`config.mk`:
```
export PLATFORM = sky130hd
export DESIGN_NAME = psu_fault_supervisor
export DESIGN_NICKNAME = d
export VERILOG_FILES = /design/src/rtl/psu_fault_supervisor.sv
export SDC_FILE = /design/constraint.sdc
export NUM_CORES = 1
export LEC_CHECK = 0
export BUFFER_PORTS_ARGS = -buffer_cell sky130_fd_sc_hd__clkbuf_2
export CORE_UTILIZATION = 50
export DETAILED_ROUTE_END_ITERATION = 12
export PLACE_DENSITY = 0.71
export SLEW_MARGIN = 20
export SYNTH_ARGS = -nofsm -noshare
export SYNTH_HDL_FRONTEND = slang
export SYNTH_SLANG_ARGS = --single-unit
```
`constraint.sdc`:
```
create_clock -name clk -period 2.2 [get_ports clk]
set_clock_uncertainty 0.1 [all_clocks]
set_input_delay 0.22 -clock clk [delete_from_list [all_inputs] [get_ports clk]]
set_output_delay 0.22 -clock clk [all_outputs]
set_load 0.1 [all_outputs]
```
`src/rtl/psu_fault_supervisor.sv`:
```
module psu_fault_supervisor #(
  parameter int DEB_CYCLES     = 16,
  parameter int RESTART_CYCLES = 125_000_000,
  parameter int RAMP_CYCLES    = 1_000_000,
  parameter int CODE_W         = 10,
  parameter int FINAL_CODE     = 640
) (
  input  logic              clk,
  input  logic              rst_n,
  input  logic              pwr_req_i,
  input  logic              supply_ov_i,
  input  logic              supply_uv_i,
  input  logic              rail_ov_i,
  input  logic              rail_uv_i,
  input  logic              over_cur_i,
  input  logic              restart_auto_i,
  output logic              fault_main_o,
  output logic              fault_aux_o,
  output logic              out_en_o,
  output logic [CODE_W-1:0] ss_code_o
);
  localparam int NIN      = 6;
  localparam int DW       = $clog2(DEB_CYCLES + 1);
  localparam int RW       = $clog2(RESTART_CYCLES + 1);
  localparam int TICK_RAW = RAMP_CYCLES / FINAL_CODE;
  localparam int TICK     = (TICK_RAW < 1) ? 1 : TICK_RAW;
  localparam int STEP     = (TICK_RAW < 1) ? ((FINAL_CODE + RAMP_CYCLES - 1) / RAMP_CYCLES) : 1;
  localparam int TW       = $clog2(TICK + 1);

  logic [NIN-1:0] raw;
  assign raw = {over_cur_i, rail_uv_i, rail_ov_i, supply_uv_i, supply_ov_i, pwr_req_i};

  logic          filt [NIN];
  logic [DW-1:0] dcnt [NIN];

  for (genvar g = 0; g < NIN; g++) begin : g_deb
    always_ff @(posedge clk or negedge rst_n) begin
      if (!rst_n) begin
        filt[g] <= 1'b0;
        dcnt[g] <= '0;
      end else if (raw[g] == filt[g]) begin
        dcnt[g] <= '0;
      end else if (dcnt[g] == DW'(DEB_CYCLES - 1)) begin
        filt[g] <= raw[g];
        dcnt[g] <= '0;
      end else begin
        dcnt[g] <= dcnt[g] + 1'b1;
      end
    end
  end

  logic req_f, sov_f, suv_f, rov_f, ruv_f, oc_f;
  assign req_f = filt[0];
  assign sov_f = filt[1];
  assign suv_f = filt[2];
  assign rov_f = filt[3];
  assign ruv_f = filt[4];
  assign oc_f  = filt[5];

  logic              ovp_lat, flt_lat;
  logic [RW-1:0]     rcnt;
  logic [TW-1:0]     tcnt;
  logic [CODE_W-1:0] code;
  logic              soft_now, timing, expire, run;
  logic [CODE_W:0]   code_sum;

  assign soft_now = ruv_f | oc_f;
  assign timing   = flt_lat & restart_auto_i & ~ovp_lat;
  assign expire   = timing & (rcnt == RW'(RESTART_CYCLES - 1));
  assign run      = req_f & ~suv_f & ~ovp_lat & ~flt_lat;
  assign code_sum = {1'b0, code} + (CODE_W+1)'(STEP);

  always_ff @(posedge clk or negedge rst_n) begin
    if (!rst_n) begin
      ovp_lat <= 1'b0;
      flt_lat <= 1'b0;
      rcnt    <= '0;
    end else if (suv_f) begin
      ovp_lat <= 1'b0;
      flt_lat <= 1'b0;
      rcnt    <= '0;
    end else begin
      ovp_lat <= ovp_lat | sov_f | rov_f;
      if (expire) begin
        flt_lat <= soft_now;
        rcnt    <= '0;
      end else begin
        flt_lat <= flt_lat | soft_now;
        rcnt    <= timing ? rcnt + 1'b1 : '0;
      end
    end
  end

  always_ff @(posedge clk or negedge rst_n) begin
    if (!rst_n) begin
      code <= '0;
      tcnt <= '0;
    end else if (!run) begin
      code <= '0;
      tcnt <= '0;
    end else if (tcnt == TW'(TICK - 1)) begin
      tcnt <= '0;
      code <= (code_sum >= (CODE_W+1)'(FINAL_CODE)) ? CODE_W'(FINAL_CODE) : code_sum[CODE_W-1:0];
    end else begin
      tcnt <= tcnt + 1'b1;
    end
  end

  assign fault_main_o = ~suv_f & (ovp_lat | flt_lat);
  assign fault_aux_o  = ~suv_f & ovp_lat;
  assign out_en_o     = run;
  assign ss_code_o    = suv_f ? '0 : code;

  p_uvlo_clears_r2: assert property (@(posedge clk) disable iff (!rst_n)
    suv_f |=> (!ovp_lat && !flt_lat));
  p_ovp_sticky_r3: assert property (@(posedge clk) disable iff (!rst_n)
    (ovp_lat && !suv_f) |=> ovp_lat);
  p_restart_only_auto_r8: assert property (@(posedge clk) disable iff (!rst_n)
    $fell(flt_lat) |-> ($past(suv_f) || $past(restart_auto_i)));
  p_code_mono_r9: assert property (@(posedge clk) disable iff (!rst_n)
    run |=> (code >= $past(code)));
  p_code_cap_r9: assert property (@(posedge clk) disable iff (!rst_n)
    code <= CODE_W'(FINAL_CODE));
  p_en_off_on_fault_r11: assert property (@(posedge clk) disable iff (!rst_n)
    $rose(flt_lat) |-> !out_en_o);
endmodule

```
## Word level (Yosys, flattened, before mapping)

Cells that the tools add are included.

- Register bits after elaboration: 86
- Input port bits: 9
- Output and inout port bits: 13
- Word-level logic and storage cells: 94

- Add/sub/neg operators: 9
- $lt $le $gt $ge: 1
- Equal/unequal tests: 15
- Multiplexer cells: 24
- Bitwise operators: 22
- Reduce and logical (&&, ||, !) cells: 6

Operator list:

| operator | number |
|---|---|
| two-way mux 27 bit | 3 |
| two-way mux 5 bit | 12 |
| two-way mux 10 bit | 4 |
| adder 5 x 1 -> 5 bit (second input constant) | 6 |
| equality test 5 x 4 -> 1 bit (second input constant) | 6 |
| adder 27 x 1 -> 27 bit (second input constant) | 1 |
| equality test 27 bit (second input constant) | 1 |
| two-way mux 11 bit | 2 |
| AND reduction 2 bit | 6 |
| adder 10 x 1 -> 11 bit (second input constant) | 1 |
| adder 11 x 1 -> 11 bit (second input constant) | 1 |
| equality test 11 bit (second input constant) | 1 |
| greater-or-equal comparator 11 x 10 -> 1 bit (second input constant) | 1 |
| NOT 1 bit | 9 |
| bitwise AND 1 bit | 8 |
| equality test 1 bit | 6 |
| OR 1 bit | 5 |
| two-way mux 1 bit | 3 |
| != test 2 x 1 -> 1 bit (second input constant) | 1 |

## Depth between registers and ports, before layout

- Depth after elaboration: 5
- Depth in mapped cells: 7
- Mapped depth without buffers: 7

## Worst setup path before layout

Ideal clock, no wire load.

- Path kind: reg-to-output
- From: reg filt (netlist bit suv_f)
- To: out ss_code_o[3]
- Data arrival time: 2.078 ns
- Setup slack: -0.198 ns
- Stages on the path, launching flop included: 4
- Path buffers: 2
- Cell sequence: dfrtp_1 > clkbuf_1 > clkbuf_1 > nor2b_1

- Longest elaborated chain between the ends: 1

RTL lines:

| what | RTL line | RTL |
|---|---|---|
| start: declaration | 33 | `logic filt [NIN];` |
| start signal: indexed assignment | 44 | `filt[g] <= raw[g];` |
| two-way mux 10 bit | 112 | `assign ss_code_o = suv_f ? '0 : code;` |
| end: declaration | 20 | `output logic [CODE_W-1:0] ss_code_o` |

Every way passes these cells.

## Worst setup path in the final report

- From: reg rcnt[0]
- To: reg rcnt[24]

- Longest elaborated chain between the ends: 4

RTL lines:

| what | RTL line | RTL |
|---|---|---|
| start: declaration | 61 | `logic [RW-1:0] rcnt;` |
| start signal: assignment | 89 | `rcnt <= timing ? rcnt + 1'b1 : '0;` |
| adder 27 x 1 -> 27 bit / equality test 27 bit (equally long branches) | 89, 69 |  |
| two-way mux 27 bit / bitwise AND 1 bit (equally long branches) | 89, 69 |  |
| two-way mux 27 bit * | 84 | `if (expire) begin` |
| two-way mux 27 bit * | 78 | `end else if (suv_f) begin` |

Mark *: on every way between the ends. The rest lies on a longest branch, timed or not.
A chain may end at the register's enable or synchronous reset.

==> results_dict.tcl <==
set metrics [dict create \
    status "complete, no violations" \
    post-synth-top-area-fraction 0.509 \
    number_of_buffer_and_inverter_instances_along_the_worst_setup_path 1 \
    synth_common_cells "86 x dfrtp_1, 73 x nor2_1, 37 x xor2_1, 36 x nand3_1, 17 x nand4_1" \
    final-setup-viol-count 0 \
    placed_cells_incl_taps 549 \
    coreArea_mm2 0.00818 \
    grt_max_degree 31 \
    r2r_end "rcnt[24]" \
    place_congestion 0.909 \
    crit_type "flop to flop" \
    num_antenna_cells 0 \
    total_power_mw 2.89 \
    timing.final.crit_period_ns 2.15 \
    detail-route-antenna-nets 0 \
    critical-path-max-stage-delay_ns 0.58 \
    per_cell_via_count_in_the_routed_design 5.48 \
    timing.max_cap.violations 0 \
    grt_setup_unrepaired "no" \
    synth-seq-cells 86 \
    clock_path_buffers 2 \
    starting_drc_count_in_detailed_routing 169 \
    insertion_delay_ns 0.36 \
    achievable-frequency_mhz 466 \
    hold-path-endpoint "sov_f" \
    synthMostInstantiatedCell "dfrtp_1" \
    cts_root_buf "clkbuf_8" \
    area_growth_pct 12.4 \
    start_util 0.517 \
    synthesis.area_mm2 0.00422 \
    ir_drop_uv 348 \
    power.leakage_nw 2.22 \
    h-tree-depth 3 \
    syn_inst_count 421 \
    critical-path-slowest-cell "or4_4" \
    clk_pin_slew_worst_paths_ns 0.08 \
    postSynthAreaPerCell_um2 10.0 \
    worstRegToRegCells 6 \
    fin_area_mm2 0.00475 \
    crit_chain "ha_1 -> inv_1 -> or4_4 -> nor4_1 -> xnor2_1 -> nor2_2" \
    numPortBuffers 21 \
    cts.sink_count 86 \
    setup-tns-final_ns 0 \
    reg2reg_from "rcnt[0]" \
    detailedPlacementHpwl_um 5580 \
    setup_slack_ns 0.0539 \
    synth-edff-count 0 \
    synth-seq-area-share 0.509 \
    cts_made_buffers 9 \
    timing.final.crit_share 0.976 \
    synth.area.top_cells "dfrtp_1 51%, xor2_1 7.7%, nor2_1 6.5%" \
    clock_tree_from_tritoncts "built" \
    drive_above_1_share 0.141 \
    synthDistinctLibCells 47 \
    first_pass_grt_wire_length_um 13800 \
    worst_setup_path_end_kind "flop" \
    drc_errors 0 \
    fin_cells 565 \
    fp-row-count 33 \
    hold_viol_final 0 \
    vias 3099 \
    synth.net_count 440 \
    data_arrival_time_of_the_critical_path_ns 2.29 \
    final.fill_count 715 \
    final_max_slew_viol_count 0 \
    worstPathMaxFanout 8 \
    die_height_um 93.9 \
    worstHoldStart "supply_ov_i" \
    postSynth.asyncResetShare 1.00 \
    power-per-cell-area_mw_per_mm2 608 \
    synth_warnings 0 \
    most_used_flip_flop_cell_after_synthesis "dfrtp_1" \
    route.detailed.wl_per_inst_um 13.8 \
    synth.largest_area_cell "dfrtp_1" \
    die_w_um 93.9 \
    tightestPinTransition_ns 0.544 \
    globalRouteTotalUtil 0.200 \
    crit_family "simple AND/OR/NAND/NOR gates" \
    worstSetupStartpointType "flop" \
    hold_class "input port to flop" \
    postPlaceCellArea_mm2 0.00455 \
    hold_path_depth 2 \
    final_net_count 475 \
    reg2reg_setup_slack_ns 0.05 \
    antenna_violations_before_repair 0 \
    finalHoldWorstSlack_ns 0.0209 \
    global_route.overflow_total 0 \
    critPathRequiredTime_ns 2.34 \
    design.die.area_mm2 0.00882 \
    fin_util 0.581 \
    cts.repair_timing.setup_buffer_count 0 \
    timing.slew.headroom 0.639 \
    number_of_global_route_vias_before_repair 3074 \
    dpl_worst_slack_ns 0.0934 \
    io_pins 22 \
    route.final.wire_length_um 7810 \
    drt_pass1_iterations 4 \
]
-- cells in the final DEF (no fill, tap or decap), drive strengths merged, types with 2 or more instances in the layout --
| cell type | Yosys | routed |
|---|---|---|
| dfrtp | 86 | 86 |
| nor2 | 75 | 75 |
| xor2 | 37 | 37 |
| nand3 | 36 | 36 |
| clkbuf | 5 | 29 |
| nand4 | 18 | 18 |
| nand2 | 16 | 16 |
| xnor2 | 15 | 15 |
| and3 | 15 | 15 |
| buf | 6 | 15 |
| o21ai | 14 | 14 |
| and2 | 12 | 12 |
| nor2b | 11 | 11 |
| ha | 10 | 10 |
| inv | 10 | 9 |
| nor3 | 8 | 8 |
| mux2 | 6 | 6 |
| nor4 | 6 | 6 |
| clkinv | 0 | 4 |
| or4 | 4 | 4 |
| nand4b | 3 | 3 |
| o31ai | 3 | 3 |
| a22oi | 3 | 3 |
| a31oi | 3 | 3 |
| nor4b | 2 | 2 |
| or3 | 2 | 2 |
| a21oi | 2 | 2 |
-- metal layers --
metal  track usage  wire length [µm]  vias to the layer above
li1              -                 -                     1523
met1         0.256              3720                     1513
met2         0.334              3750                       54
met3        0.0324               215                        9
met4        0.0885               125                        0
met5             0                 0                        -
-- sequential cells by signal, summed over array words and instances, names as in the netlist --
| register | cells |
|---|---|
| code | 10 |
| suv_f | 1 |
| tcnt | 11 |
| flt_lat | 1 |
| dcnt | 30 |
| ruv_f | 1 |
| rcnt | 27 |
| req_f | 1 |
| sov_f | 1 |
| ovp_lat | 1 |
| rov_f | 1 |
| oc_f | 1 |
-- worst max path at each step --
stage,from,end,slack [ns],depth (start not counted)
global route,rcnt[0],rcnt[24],0.007,6
global placement,rcnt[0],rcnt[22],0.18,6
CTS,rcnt[0],rcnt[24],0.08,6
floorplan,suv_f,ss_code_o[3],-0.20,3
detailed placement,rcnt[0],rcnt[24],0.09,6
finish,rcnt[0],rcnt[24],0.05,6
-- worst register-to-register path: cells and delay by family (launching register included) --
family,cells,cell delay (ns)
and+or+nand+nor,3,1.00
buffers and inverters,1,0.09
DFF,1,0.41
xor gates and xnor gates,1,0.19
adders and majority gates,1,0.24
-- area by class of cell --
type,count,area [µm²],share of cell area
tap,105,131,0.0277
multi-input combinational,314,1980,0.417
sequential,86,2150,0.453
inverter,10,41.3,0.00870
timing repair buffer,35,255,0.0538
clock inverter,5,50.0,0.0105
clock buffer,10,138,0.0290
-- power by group --
group / switching, mW / internal, mW
Combinational: 0.0983 / 0.0569
Clock: 0.544 / 0.542
Sequential: 0.0302 / 1.61
-- timing repair --
action	in CTS	in global routing
hold buffers	1	0
resized for setup	0	0
endpoints found under the hold margin	27	0
-- cell families after synthesis --
| family | synth area share |
|---|---|
| fa+ha+maj | 0.0296 |
| simple gates | 0.268 |
| compound gates | 0.0447 |
| buf+inv | 0.0219 |
| xor+xnor | 0.108 |
| flops | 0.509 |
| mux | 0.0184 |
(Power assumes the default switching activity.)
